File: config.mk
export PLATFORM = sky130hd
export DESIGN_NAME = memory_autoinit
export DESIGN_NICKNAME = d
export VERILOG_FILES = /design/src/rtl/mi_pkg.sv /design/src/rtl/mi_dom_pick.sv /design/src/rtl/mi_addr_ctr.sv /design/src/rtl/mi_wr_drive.sv /design/src/rtl/memory_autoinit.sv
export SDC_FILE = /design/constraint.sdc
export NUM_CORES = 1
export LEC_CHECK = 0
export ABC_CLOCK_PERIOD_IN_PS = 2900
export BUFFER_PORTS_ARGS = -buffer_cell sky130_fd_sc_hd__buf_4
export CORE_MARGIN = 2
export CORE_UTILIZATION = 41
export CTS_CLUSTER_DIAMETER = 120
export DETAILED_ROUTE_END_ITERATION = 8
export PLACE_DENSITY = 0.81
export SETUP_SLACK_MARGIN = 0.5
export SYNTH_ARGS = -nofsm -noshare
export SYNTH_HDL_FRONTEND = slang
export SYNTH_HIERARCHICAL = 1
export SYNTH_SLANG_ARGS = --single-unit
File: constraint.sdc
create_clock -name clk -period 2.9 [get_ports clk]
set_input_delay 0.725 -clock clk [delete_from_list [all_inputs] [get_ports clk]]
set_output_delay 0.725 -clock clk [all_outputs]
set_load 0.01 [all_outputs]
File: src/rtl/mi_pkg.sv
package mi_pkg;
   // Check code of an all-zero 64-bit word (two 36-bit banks, 4 check bits each)
   localparam logic [7:0] ZERO_WORD_ECC = 8'h0C;

   function automatic int unsigned count_set(input logic [31:0] v);
      int unsigned n;
      n = 0;
      for (int i = 0; i < 32; i++) n += int'(v[i]);
      return n;
   endfunction
endpackage

File: src/rtl/mi_dom_pick.sv
module mi_dom_pick #(
   parameter int NUM_DOM    = 4,
   parameter bit HIGH_FIRST = 1'b0
) (
   input  logic [NUM_DOM-1:0] pending_i,
   output logic [NUM_DOM-1:0] sel_o,
   output logic               any_o
);
   logic [NUM_DOM:0] seen;

   generate
      if (NUM_DOM < 1 || NUM_DOM > 32) begin : g_bad_num
         $error("mi_dom_pick: NUM_DOM out of range");
      end
      if (!HIGH_FIRST) begin : g_low
         assign seen[0] = 1'b0;
         for (genvar i = 0; i < NUM_DOM; i++) begin : g_chain
            assign sel_o[i]    = pending_i[i] & ~seen[i];
            assign seen[i+1]   = seen[i] | pending_i[i];
         end
      end else begin : g_high
         assign seen[NUM_DOM] = 1'b0;
         for (genvar i = NUM_DOM - 1; i >= 0; i--) begin : g_chain
            assign sel_o[i] = pending_i[i] & ~seen[i+1];
            assign seen[i]  = seen[i+1] | pending_i[i];
         end
      end
   endgenerate

   assign any_o = |pending_i;


   always_comb begin
      one_sel_chk: assert ($onehot0(sel_o));
   end
endmodule

File: src/rtl/mi_addr_ctr.sv
module mi_addr_ctr #(
   parameter int DEPTH  = 64,
   localparam int AW    = (DEPTH > 1) ? $clog2(DEPTH) : 1
) (
   input  logic          clk,
   input  logic          rst_n,
   input  logic          clr_i,
   input  logic          run_i,
   output logic [AW-1:0] addr_o,
   output logic          last_o
);
   localparam logic [AW-1:0] LAST_A = AW'(DEPTH - 1);

   generate
      if (DEPTH < 2) begin : g_bad_depth
         $error("mi_addr_ctr: DEPTH must be at least 2");
      end
   endgenerate

   assign last_o = run_i && (addr_o == LAST_A);

   always_ff @(posedge clk or negedge rst_n) begin
      if (!rst_n)       addr_o <= '0;
      else if (clr_i)   addr_o <= '0;
      else if (run_i)   addr_o <= last_o ? '0 : addr_o + 1'b1;
   end


   addr_step_chk: assert property (@(posedge clk) disable iff (!rst_n)
      (run_i && !last_o && !clr_i) |=> (addr_o == $past(addr_o) + 1'b1));

   addr_wrap_chk: assert property (@(posedge clk) disable iff (!rst_n)
      (last_o && !clr_i) |=> (addr_o == '0));
endmodule

File: src/rtl/mi_wr_drive.sv
module mi_wr_drive #(
   parameter int NUM_DOM = 4,
   parameter int AW      = 6,
   parameter int DATA_W  = 64,
   parameter int ECC_W   = 8,
   parameter bit OUT_REG = 1'b0
) (
   input  logic               clk,
   input  logic               rst_n,
   input  logic [NUM_DOM-1:0] sel_i,
   input  logic               busy_i,
   input  logic [AW-1:0]      addr_i,
   output logic [NUM_DOM-1:0] wr_en_o,
   output logic [AW-1:0]      wr_addr_o,
   output logic [DATA_W-1:0]  wr_data_o,
   output logic [ECC_W-1:0]   wr_ecc_o
);
   localparam int BANK_DATA_W = DATA_W / 2;
   localparam int BANK_ECC_W  = ECC_W / 2;

   logic [NUM_DOM-1:0] en_c;

   generate
      if (DATA_W != 64 || ECC_W != 8) begin : g_bad_word
         $error("mi_wr_drive: word must be 64 data bits with 8 check bits");
      end
      if (BANK_DATA_W + BANK_ECC_W != 36) begin : g_bad_bank
         $error("mi_wr_drive: each bank must be 36 bits wide");
      end
   endgenerate

   assign en_c = busy_i ? sel_i : '0;

   generate
      if (OUT_REG) begin : g_reg
         always_ff @(posedge clk or negedge rst_n) begin
            if (!rst_n) begin
               wr_en_o   <= '0;
               wr_addr_o <= '0;
            end else begin
               wr_en_o   <= en_c;
               wr_addr_o <= addr_i;
            end
         end
      end else begin : g_comb
         assign wr_en_o   = en_c;
         assign wr_addr_o = addr_i;
      end
   endgenerate

   assign wr_data_o = '0;
   assign wr_ecc_o  = mi_pkg::ZERO_WORD_ECC;


   zero_data_chk: assert property (@(posedge clk) disable iff (!rst_n)
      (|wr_en_o) |-> (wr_data_o == '0));

   zero_ecc_chk: assert property (@(posedge clk) disable iff (!rst_n)
      (|wr_en_o) |-> (wr_ecc_o == 8'h0C));
endmodule

File: src/rtl/memory_autoinit.sv
module memory_autoinit #(
   parameter int NUM_DOM    = 4,
   parameter int DEPTH      = 64,
   parameter int DATA_W     = 64,
   parameter int ECC_W      = 8,
   parameter bit HIGH_FIRST = 1'b0,
   parameter bit OUT_REG    = 1'b0
) (
   input  logic                       clk,
   input  logic                       rst_n,
   input  logic                       init_pulse_i,
   input  logic [NUM_DOM-1:0]         dom_en_i,
   output logic [NUM_DOM-1:0]         wr_en_o,
   output logic [$clog2(DEPTH)-1:0]   wr_addr_o,
   output logic [DATA_W-1:0]          wr_data_o,
   output logic [ECC_W-1:0]           wr_ecc_o,
   output logic                       busy_o,
   output logic                       done_o
);
   localparam int AW = $clog2(DEPTH);

   logic [NUM_DOM-1:0] pending_q, sel, remain;
   logic               any_pend, accept, last_word;
   logic [AW-1:0]      addr;

   mi_dom_pick #(.NUM_DOM(NUM_DOM), .HIGH_FIRST(HIGH_FIRST)) pick_i (
      .pending_i(pending_q), .sel_o(sel), .any_o(any_pend));

   assign busy_o = any_pend;
   assign accept = init_pulse_i & ~busy_o;
   assign remain = pending_q & ~sel;

   mi_addr_ctr #(.DEPTH(DEPTH)) ctr_i (
      .clk(clk), .rst_n(rst_n), .clr_i(accept), .run_i(busy_o),
      .addr_o(addr), .last_o(last_word));

   always_ff @(posedge clk or negedge rst_n) begin
      if (!rst_n) begin
         pending_q <= '0;
         done_o    <= 1'b0;
      end else if (accept) begin
         pending_q <= dom_en_i;
         done_o    <= (dom_en_i == '0);
      end else if (last_word) begin
         pending_q <= remain;
         if (remain == '0) done_o <= 1'b1;
      end
   end

   mi_wr_drive #(.NUM_DOM(NUM_DOM), .AW(AW), .DATA_W(DATA_W), .ECC_W(ECC_W),
                 .OUT_REG(OUT_REG)) drv_i (
      .clk(clk), .rst_n(rst_n), .sel_i(sel), .busy_i(busy_o), .addr_i(addr),
      .wr_en_o(wr_en_o), .wr_addr_o(wr_addr_o), .wr_data_o(wr_data_o),
      .wr_ecc_o(wr_ecc_o));


   done_busy_excl_chk: assert property (@(posedge clk) disable iff (!rst_n)
      !(done_o && busy_o));

   start_ignored_chk: assert property (@(posedge clk) disable iff (!rst_n)
      (busy_o && init_pulse_i && !last_word) |=> (pending_q == $past(pending_q)));

   done_hold_chk: assert property (@(posedge clk) disable iff (!rst_n)
      (done_o && !accept) |=> done_o);

   empty_start_chk: assert property (@(posedge clk) disable iff (!rst_n)
      (accept && dom_en_i == '0) |=> (done_o && !busy_o));

   pending_shrink_chk: assert property (@(posedge clk) disable iff (!rst_n)
      (busy_o && !accept) |=> ((pending_q & ~$past(pending_q)) == '0));
endmodule

=== After elaboration in Yosys (flattened, before gate mapping) ===
Index checks and enable logic that the tools add are counted.

* Bits in registers: 11
* Input port bits: 7
* Output and inout port bits: 84
* Word-level logic and storage cells: 34

* Add/sub/neg operators: 1
* Equal/unequal tests: 1
* Mux-type cells: 9
* Bitwise logic cells: 12
* Reductions and logical operators: 8

{| class="wikitable"
|+ Operators by type and width
! operator !! count
|-
| 6-bit two-way mux || 3
|-
| 4-bit two-way mux || 3
|-
| 4-bit zero test || 2
|-
| 6-bit by 1-bit adder with 6-bit output (second input constant) || 1
|-
| 6-bit == test (second input constant) || 1
|-
| 2-bit nonzero test || 3
|-
| 1-bit bitwise AND || 4
|-
| 4-bit bitwise AND || 1
|-
| 1-bit NOT || 4
|-
| 4-bit NOT || 1
|-
| 4-bit OR reduction || 1
|-
| 1-bit two-way mux || 3
|-
| 1-bit bitwise OR || 2
|-
| 2-bit AND reduction || 1
|-
| 1-bit logical AND || 1
|}

=== Logic depth before layout (Yosys ltp) ===
Gate-level depths: netlist (run 1).

* Depth in word-level cells: 10
* Gate-level depth with buffers: 7
* Gate-level depth less buffers: 6

=== Hierarchy ===
The synthesis (run 1) kept the hierarchy.

{| class="wikitable"
|+ Modules (own cells, without submodules)
! module !! instances !! cells each !! area each (um^2) !! seq. area each (um^2)
|-
| mi_wr_drive || 1 || 84 || 618.1 || 0.0
|-
| mi_addr_ctr || 1 || 32 || 320.3 || 150.1
|-
| memory_autoinit || 1 || 32 || 277.8 || 125.1
|-
| mi_dom_pick || 1 || 5 || 37.5 || 0.0
|}

=== Worst setup path before layout (run 1) ===
No wires, ideal clock.

* Path type: register -> register
* Start: register pending_q[0]
* End: register ctr_i.addr_o[5]
* Setup time: 82 ps
* Arrival: 2,016 ps
* Data required time: 2,818 ps
* Setup slack: 802 ps
* Stages on the path, launching flop included: 8
* Path buffers: 1
* Clock period less this slack: 2,098 ps
* Path through: dfrtp_1 > or4_1 > nand2b_4 > inv_2 > buf_6 > o211ai_2 > or3_1 > a31oi_1

* Elaborated cells on any way between the ends: 8
* Those cells by class: mux (3); bitwise (2); reduce/logical (3)

{| class="wikitable"
|+ RTL lines
! element !! RTL line !! RTL
|-
| start: declaration || memory_autoinit.sv:22 || <nowiki>logic [NUM_DOM-1:0] pending_q, sel, remain;</nowiki>
|-
| start signal: assignment || memory_autoinit.sv:42 || <nowiki>pending_q <= dom_en_i;</nowiki>
|-
| start signal: assignment || memory_autoinit.sv:45 || <nowiki>pending_q <= remain;</nowiki>
|-
| 4-bit OR reduction * || mi_dom_pick.sv:30 || <nowiki>assign any_o = |pending_i;</nowiki>
|-
| via busy_o || memory_autoinit.sv:17 || <nowiki>output logic busy_o,</nowiki>
|-
| 1-bit NOT * || memory_autoinit.sv:30 || <nowiki>assign accept = init_pulse_i & ~busy_o;</nowiki>
|-
| 1-bit bitwise AND * || memory_autoinit.sv:30 ||
|-
| via accept || memory_autoinit.sv:23 || <nowiki>logic any_pend, accept, last_word;</nowiki>
|-
| 6-bit two-way mux / 2-bit nonzero test (equally long branches) || n/a ||
|-
| end signal: assignment || mi_addr_ctr.sv:25 || <nowiki>else if (run_i) addr_o <= last_o ? '0 : addr_o + 1'b1;</nowiki>
|-
| end: declaration || mi_addr_ctr.sv:9 || <nowiki>output logic [AW-1:0] addr_o,</nowiki>
|}

Mark *: on every way through the listed nets, which the timed path passes. The rest lies on a longest branch. The select of a mux whose other input is x is not followed.
A chain may end at the register's enable or synchronous reset.

=== Worst setup path in the final report (run 1) ===
* Start: register pending_q[1]
* End: output wr_en_o[1]

* Longest elaborated chain between the ends: 2
* Elaborated cells on any way between the ends: 3
* Those cells by class: mux (1); bitwise (1); reduce/logical (1)

{| class="wikitable"
|+ RTL lines
! element !! RTL line !! RTL
|-
| 4-bit OR reduction / 1-bit bitwise AND (equally long branches) || mi_dom_pick.sv:30, mi_dom_pick.sv:18 ||
|-
| 4-bit two-way mux * || mi_wr_drive.sv:32 || <nowiki>assign en_c = busy_i ? sel_i : '0;</nowiki>
|-
| end: declaration || memory_autoinit.sv:13 || <nowiki>output logic [NUM_DOM-1:0] wr_en_o,</nowiki>
|}

Mark *: on every way between the ends. The rest lies on a longest branch, timed or not.

==> flow_summary.yaml, run 1 <==
cts:
  cts.clk_slew.worst_paths_ns: 0.08
  ctsHtreeMaxLevel: 1
  cts_tree: "built"
  clockBufferDepth: 2
  cts-root-buf: "clkbuf_4"
  clock_latency_ns: 0.26
  numClockSinks: 11
  cts_inserted_buffers: 3
  postCtsHoldBufs: 0
detailed_routing:
  ant_nets: 0
  first_pass_iters: 4
  route.detailed.drc: 0
  wire_per_inst_um: 9.10
  wl_mm: 1.80
  via_per_inst: 3.78
  route.vias.total: 749
  drt-initial-drc-count: 13
global_route:
  antenna_found_initial: 0
  use_met1_pct: 11.9
  grt_use_met3_pct: 1.97
  grt_first_pass_wirelength_mm: 2.64
  grt_usage_pct: 10.2
  grt_max_degree: 15
  first_global_vias: 572
  grt.busiest_layer: "met2"
  grt_remaining_overflow: 0
  met2_usage_pct: 17.1
layout:
  nets: 174
  n_antenna_cell: 0
  syn_to_final_growth_pct: -10.3
  final_common_cell: "conb_1"
  drive_gt1_share_pct: 17.0
  final_cell_mix: "conb_1, buf_4, nand2_1, dfrtp_1, nand3_1"
  instances_no_fill: 198
  finish.utilization_pct: 37.8
place:
  post-place-cells: 193
  portBuffers: 18
  gp_congestion: 0.880
  place_ws_ns: 0.599
  place_hpwl_mm: 1.46
sta:
  fin_ws_ns: 0.549
  hold_viol: 0
  clock.fmax_mhz: 425
  period_needed_ns: 2.35
  drv_slew: 0
  rsz0062_at_grt: "yes"
  skew_ns: 0.00315
  finalSetupTns_ns: 0
  setup_viol: 0
  fin_crit_sh_pct: 81.1
synthesis:
  yosysWarningCount: 6
  yosysSeqAreaShare_pct: 22.0
  yosysTopAreaCellShare_pct: 47.9
  synth-async-reset-ratio_pct: 100
  synthMuxAreaShare_pct: 1.60
  yosys.area_share.simple_pct: 19.4
  synth_xor_area_share_pct: 2.10
  synth_area_leaders: "buf_4, dfrtp_1, nand2_1"
  syn_inst: 153
  synthesis.area_sq_um: 1250
  synth.distinct_cells: 30
  synth_top_family_by_area: "buffers and inverters"
  synth_fa_ha_area_share_pct: 0.998
  postSynthAreaPerCell_sq_um: 8.19
  synth_edf_count: 0
  yosysTopAreaCell: "buf_4"
  synth_compound_area_share_pct: 3.69
  ys_ff_latch: 11
  synth_ff_type: "dfrtp_1"
floorplanning:
  die_area_sq_um: 3520
  die_y_um: 59.3
  fp-row-count: 20
  core_sq_um: 2980
  start_util_pct: 42.1
  die_w_um: 59.3
  boundaryPins: 91
worst_setup_path:
  cp_data_arrival_time_ns: 1.63
  startpoint_type: "flip-flop"
  crit_path_end_kind: "output pin"
  worst-setup-path-type: "flip-flop to output pin"
  required_ns: 2.17
  critical_path.max_fanout: 7
job:
  drv_cap: 0
power_and_ir_drop:
  ir_drop_uv: 198
  power_leakage_nw: 0.636
  power_density_nw_per_um2: 823
hold_path:
  min_path_type: "primary input to async pin"
run_status:
  status: "complete, no violations"
-- registers in the layout (all words and copies together), names as in the netlist --
register	flops
ctr_i/addr_o	6
done_o	1
pending_q	4
-- stage by stage --
step	hold slack, ns	total power, W	cell area (sq um)
global placement	0.516	0.000782	1080
CTS	0.273	0.000928	1120
floorplan	0.429	0.000758	1520
global route	0.281	0.00100	1120
detailed placement	0.510	0.000799	1080
finish	0.279	0.000926	1120
-- Yosys cell counts, types with 2 or more instances --
master / n
nand3_1: 7
dfrtp_1: 11
conb_1: 2
buf_4: 80
nand2_1: 16
and2_1: 4
mux2i_1: 2
inv_1: 2
nand2b_1: 2
nor2_1: 5
xor2_1: 3
-- worst max-delay path, cell delays in order, from the launching register on --
cell and delay, ns:
dfrtp_1 0.44, or4_4 0.60, and2_1 0.18, buf_4 0.14
-- routing by layer --
| metal | part of all wire, % | routed length (um) |
|---|---|---|
| met4 | 1.5 | 27 |
| met3 | 8.3 | 150 |
| met2 | 52 | 944 |
| met5 | 0 | 0 |
| met1 | 38 | 678 |
-- timing repair --
action | CTS | global route
gates resized for setup | 1 | 1
endpoints found under the hold margin | 0 | 0
endpoints found under the setup margin | 5 | 1
buffers inserted | 1 | 0
pin swaps | 1 | 0
-- where the power goes --
part           switching (W)  leakage (nW)  internal [W]
clock              0.0000530        0.0150     0.0000531
combinational       0.000264         0.484      0.000237
sequential         0.0000961         0.137      0.000222
total               0.000413         0.636      0.000513
-- kinds of logic after synthesis --
| family | after synthesis |
|---|---|
| flip-flops | 11 |
| other | 2 |
| AND/OR/NAND/NOR | 44 |
| adder cells (fa/ha/maj) | 1 |
| XOR/XNOR | 3 |
| AO/OA/AOI/OAI | 6 |
| multiplexers | 2 |
| buffers and inverters | 84 |
-- final cells by class --
class | count | area (sq um)
Fill cell | 314 | 1850
Multi-Input combinational cell | 128 | 628
Sequential cell | 11 | 275
Timing Repair Buffer | 19 | 143
Tap cell | 33 | 41.3
Clock buffer | 4 | 26.3
Inverter | 3 | 11.3
-- worst paths after layout --
check                      cells past startpoint  slack (ns)                startpoint                     endpoint
max                                            3        0.55  pending_q[1]$_DFFE_PN0P_                   wr_en_o[1]
min                                            1        0.28                     rst_n  ctr_i/addr_o[5]$_DFFE_PN0P_
max reg2reg                                    6        0.80  pending_q[1]$_DFFE_PN0P_  ctr_i/addr_o[5]$_DFFE_PN0P_
min reg2reg                                    2        0.52        done_o$_DFFE_PN0P_           done_o$_DFFE_PN0P_
max in group asynchronous                      1        2.47                     rst_n     pending_q[2]$_DFFE_PN0P_
min in group clk                               2        0.52        done_o$_DFFE_PN0P_           done_o$_DFFE_PN0P_
No activity file was read; power rests on OpenSTA's default activity.
==> run 2, diff against run 1 <==
Settings changed: ABC_AREA set to 1, ABC_CLOCK_PERIOD_IN_PS 2900 to 2400, CORE_UTILIZATION 41 to 42, PLACE_DENSITY 0.81 to 0.82.
Clock period 2.9 ns to 2.4 ns, I/O delays scaled along.
==> run 2 against run 1 <==
- sequential power increased by 16%
- critical path type unchanged
- final area increased by 9.2%
- cell count increased by 19%
- count of clock-buffer cells in the layout unchanged
- hold slack got worse by 0.12 ns
- core utilization increased by 3.1 points
- clock power increased by 17%
- worst setup slack improved by 0.0071 ns
- total power increased by 49%
- non-clock buffer count increased by 4
==> flow_summary.yaml, run 2 <==
place:
  gp_congestion: 0.766
  portBuffers: 18
  post-place-cells: 228
  dpl_cell_area_sq_um: 1140
  place_hpwl_mm: 1.57
synthesis:
  synth-async-reset-ratio_pct: 100
  yosysWarningCount: 6
  synth_area_leaders: "buf_4, dfrtp_1, nand2_1"
  yosysSeqAreaShare_pct: 21.2
  synth_ff_type: "dfrtp_1"
  synth.distinct_cells: 20
  syn_inst: 186
  synthesis.area_sq_um: 1300
  postSynthAreaPerCell_sq_um: 7.00
  ys_ff_latch: 11
  synth_edf_count: 0
  yosysTopAreaCell: "buf_4"
  synth_most_common_cell: "buf_4"
  yosysTopAreaCellShare_pct: 45.6
  yosys-top-cells-count: "buf_4, nand2_1, inv_1, nor2_1, dfrtp_1"
cts:
  clock_latency_ns: 0.26
  cts-root-buf: "clkbuf_4"
  cts_inserted_buffers: 3
  clockBufferDepth: 2
  cts.clk_slew.worst_paths_ns: 0.07
  cts_tree: "built"
  numClockSinks: 11
  ctsHtreeMaxLevel: 1
layout:
  final_area_sq_um: 1230
  n_antenna_cell: 0
  final_cell_mix: "conb_1, nand2_1, buf_4, inv_1, nor2_1"
  largest_reg_flops: 6
  nFillCells: 325
  regMostFlops: "ctr_i/addr_o"
  syn_to_final_growth_pct: -5.58
  final_common_cell: "conb_1"
  nets: 212
  drive_gt1_share_pct: 20.7
  instances_no_fill: 236
  largestRegisters: "ctr_i/addr_o x6, pending_q x4, done_o x1"
  finish.utilization_pct: 40.9
worst_setup_path:
  required_ns: 1.80
  crit_path_end_kind: "output pin"
  worst-setup-path-type: "flip-flop to output pin"
  regToRegEndpoint: "ctr_i/addr_o[5]$_DFFE_PN0P_"
  r2r_cells: 9
  cp_data_arrival_time_ns: 1.24
  r2r-start: "pending_q[1]$_DFFE_PN0P_"
  critical_path.max_fanout: 4
  worst-r2r-setup-slack_ns: 0.81
  startpoint_type: "flip-flop"
sta:
  hold_viol: 0
  period_needed_ns: 1.84
  clock.fmax_mhz: 542
  hold_slack_ns: 0.160
  setup_viol: 0
  fin_crit_sh_pct: 76.8
  skew_ns: 0.00192
  finalSetupTns_ns: 0
  drv_slew: 0
  rsz0062_at_grt: "yes"
power_and_ir_drop:
  p_seq_share_pct: 26.7
  power.switching_w: 0.000662
  internal_power_w: 0.000715
  power_density_nw_per_um2: 1120
  power_leakage_nw: 0.761
  combPwrFrac_pct: 64.3
  ir_drop_uv: 256
  p_clk_share_pct: 9.0
  swShare_pct: 48.1
floorplanning:
  die_area_sq_um: 3560
  die_y_um: 59.7
  boundaryPins: 91
  start_util_pct: 43.3
  core_sq_um: 3000
  fp-row-count: 20
  die_w_um: 59.7
hold_path:
  min_path_type: "primary input to async pin"
run_status:
  status: "complete, no violations"
detailed_routing:
  ant_nets: 0
  first_pass_iters: 4
  via_per_inst: 3.85
  wire_per_inst_um: 8.36
  route.detailed.drc: 0
  drt-initial-drc-count: 29
  wl_mm: 1.97
  route.vias.total: 908
global_route:
  grt_usage_pct: 11.4
  grt_remaining_overflow: 0
  grt_max_degree: 12
  grt_first_pass_wirelength_mm: 3.00
  antenna_found_initial: 0
  first_global_vias: 711
job:
  drv_cap: 0
## run 2: worst max-delay path: stages, from the launching register on
cell	delay, ns
dfrtp_2	0.44
nor2_4	0.15
nand2_1	0.08
nor2_2	0.10
nand2_1	0.06
inv_1	0.05
buf_4	0.11
## run 2: what timing repair did
item | CTS | global route
setup endpoints to repair | 5 | 4
pin swaps | 1 | 1
hold buffers | 0 | 0
setup buffers | 2 | 2
endpoints found under the hold margin | 0 | 0
resized for setup | 4 | 5
## run 2: metal layers
metal / wire (um) / GRT usage, %
met4: 46 / 7.62
met1: 742 / 12.5
met2: 985 / 19.6
met3: 198 / 2.38
met5: 0 / 0
## run 2: layout make-up
type | instances | area [sq um] | share of cell area, %
Sequential cell | 11 | 278 | 22.6
Tap cell | 33 | 41.3 | 3.36
Inverter | 20 | 75.1 | 6.11
Timing Repair Buffer | 23 | 176 | 14.4
Multi-Input combinational cell | 145 | 632 | 51.4
Clock buffer | 4 | 26.3 | 2.14
## run 2: kinds of logic (layout without fill, tap and decap cells)
kind of cell             count (synthesis)  count (layout)  share of synthesized area, %
buffers and inverters                  100              47                          52.2
AND/OR/NAND/NOR                         63              63                          21.1
flip-flops                              11              11                          21.2
AO/OA/AOI/OAI                            9               9                          4.04
other                                    2              72                         0.577
adder cells (fa/ha/maj)                  1               1                         0.961
## run 2: worst max-delay path by stage
| stage | startpoint | to | slack [ns] | cells after the start |
|---|---|---|---|---|
| global placement | pending_q[0]$_DFFE_PN0P_ | wr_en_o[2] | 0.59 | 5 |
| floorplan | pending_q[1]$_DFFE_PN0P_ | ctr_i/addr_o[5]$_DFFE_PN0P_ | 0.66 | 9 |
| global route | pending_q[1]$_DFFE_PN0P_ | wr_en_o[3] | 0.43 | 6 |
| CTS | pending_q[1]$_DFFE_PN0P_ | wr_en_o[3] | 0.52 | 6 |
| finish | pending_q[1]$_DFFE_PN0P_ | wr_en_o[3] | 0.56 | 6 |
| detailed placement | pending_q[0]$_DFFE_PN0P_ | wr_en_o[1] | 0.56 | 5 |
## run 2: metrics by stage
stage | worst slack (ns) | power, W
after floorplan | 0.665 | 0.00103
after detailed placement | 0.556 | 0.00113
after global routing | 0.427 | 0.00151
after global placement | 0.590 | 0.00111
after CTS | 0.524 | 0.00133
final | 0.556 | 0.00138
## run 2: power by group through the flow
stage / combinational (W) / clock (W) / sequential, W
floorplan: 0.000685 / 0 / 0.000344
global placement: 0.000748 / 0 / 0.000357
detailed placement: 0.000766 / 0 / 0.000365
CTS: 0.000833 / 0.000130 / 0.000368
global route: 0.000991 / 0.000142 / 0.000382
finish: 0.000885 / 0.000124 / 0.000368
==> run 3, diff against run 2 <==
Settings changed: ABC_CLOCK_PERIOD_IN_PS 2400 to 1950.
Clock period 2.4 ns to 1.95 ns, I/O delays scaled along.
==> run 3 against run 2 <==
- clock power up 38%
- final area up 14%
- combinational power rose by 66%
- die area did not move
- largest cell class unchanged
- hold slack worse by 0.15 ns
==> flow_summary.yaml, run 3 (synthesis gave the netlist of run 2 again) <==
sta:
  skew_ns: 0.0125
  setup_viol: 0
  period_needed_ns: 1.79
  finalSetupTns_ns: 0
  hold_viol: 0
  drv_slew: 0
  rsz0062_at_grt: "yes"
  fin_crit_sh_pct: 92.0
  clock.fmax_mhz: 557
worst_setup_path:
  cp_data_arrival_time_ns: 1.31
  critical_path.max_fanout: 6
  r2r_cells: 10
  worst-setup-path-type: "flip-flop to output pin"
  crit_path_end_kind: "output pin"
  startpoint_type: "flip-flop"
  worst-r2r-setup-slack_ns: 0.26
  required_ns: 1.46
floorplanning:
  start_util_pct: 43.3
  core_sq_um: 3000
  die_area_sq_um: 3560
  die_y_um: 59.7
  boundaryPins: 91
  die_w_um: 59.7
  fp-row-count: 20
hold_path:
  min_path_type: "primary input to async pin"
global_route:
  grt_first_pass_wirelength_mm: 2.98
  grt_remaining_overflow: 0
  grt_use_met3_pct: 1.95
  met2_usage_pct: 18.3
  first_global_vias: 705
  use_met1_pct: 13.5
  antenna_found_initial: 0
  grt_usage_pct: 11.3
  grt.busiest_layer: "met2"
  grt_max_degree: 12
cts:
  clockBufferDepth: 2
  cts_tree: "built"
  cts.clk_slew.worst_paths_ns: 0.09
  clock_latency_ns: 0.29
  ctsHtreeMaxLevel: 1
  cts-root-buf: "clkbuf_4"
  numClockSinks: 11
  cts_inserted_buffers: 3
layout:
  largest_reg_flops: 6
  regMostFlops: "ctr_i/addr_o"
  syn_to_final_growth_pct: 7.60
  final_cell_mix: "conb_1, nand2_1, buf_4, inv_1"
  nets: 222
  n_antenna_cell: 0
  drive_gt1_share_pct: 31.5
  largestRegisters: "ctr_i/addr_o x6, pending_q x4, done_o x1"
  final_common_cell: "conb_1"
  multi_input_area_sq_um: 692
  nFillCells: 286
  final-seq-area_sq_um: 278
detailed_routing:
  route.vias.total: 964
  drt-initial-drc-count: 13
  wl_mm: 2.43
  route.detailed.drc: 0
  wire_per_inst_um: 9.89
  via_per_inst: 3.92
  ant_nets: 0
  first_pass_iters: 4
power_and_ir_drop:
  power_density_nw_per_um2: 1500
  power_leakage_nw: 0.841
  ir_drop_uv: 369
  finalPower_w: 0.00210
place:
  place_hpwl_mm: 1.48
  gp_congestion: 0.868
  portBuffers: 18
run_status:
  status: "complete, no violations"
job:
  drv_cap: 0
[run 3: path summary, 6_finish.rpt]
path	from	to
worst min-delay path	rst_n	done_o$_DFFE_PN0P_
max in group asynchronous	rst_n	ctr_i/addr_o[5]$_DFFE_PN0P_
min in group clk	dom_en_i[2]	done_o$_DFFE_PN0P_
worst max-delay path	pending_q[0]$_DFFE_PN0P_	wr_en_o[3]
worst max register to register	pending_q[0]$_DFFE_PN0P_	ctr_i/addr_o[5]$_DFFE_PN0P_
worst min register to register	pending_q[3]$_DFFE_PN0P_	pending_q[3]$_DFFE_PN0P_
[run 3: report_power, final]
group | internal (W) | switching (W)
combinational | 0.000688 | 0.000778
sequential | 0.000335 | 0.000129
clock | 0.0000764 | 0.0000943
[run 3: final cells by class]
class / instances / share of cell area, %
clock buffers: 3 / 1.61
clock inverters: 1 / 0.357
inverters: 20 / 5.72
multi-input cells: 145 / 49.4
flip-flops and latches: 11 / 19.8
well taps: 33 / 2.95
repair buffers: 33 / 20.1
[run 3: per-stage QoR]
| step | worst slack, ns | utilization (%) | std cells | hold WS (ns) | area (sq um) |
|---|---|---|---|---|---|
| floorplan | 0.461 | - | 256 | 0.192 | 1590 |
| global placement | 0.370 | 38.8 | 227 | 0.332 | 1170 |
| detailed placement | 0.310 | 38.8 | 227 | 0.332 | 1170 |
| CTS | 0.164 | 41.5 | 237 | 0.0232 | 1250 |
| global route | 0.0886 | 46.6 | 246 | 0.0136 | 1400 |
| finish | 0.156 | 46.6 | 246 | 0.0140 | 1400 |
[run 3: timing repair]
item	CTS	global route
pin swaps	3	25
setup endpoints to repair	14	16
buffers inserted	6	9
hold buffers	0	0
resized for setup	3	29
[run 3: worst max-delay path, cell delays in order, from the launching register on]
cell	delay, ns
dfrtp_2	0.46
nor2_4	0.14
nand2_1	0.07
nor2_2	0.13
nand2_1	0.06
inv_1	0.05
buf_4	0.11
[run 3: metal layers]
layer	share of wire (%)	routed length, um
met1	39	946
met2	51	1250
met3	7.3	178
met4	2.4	58
met5	0	0
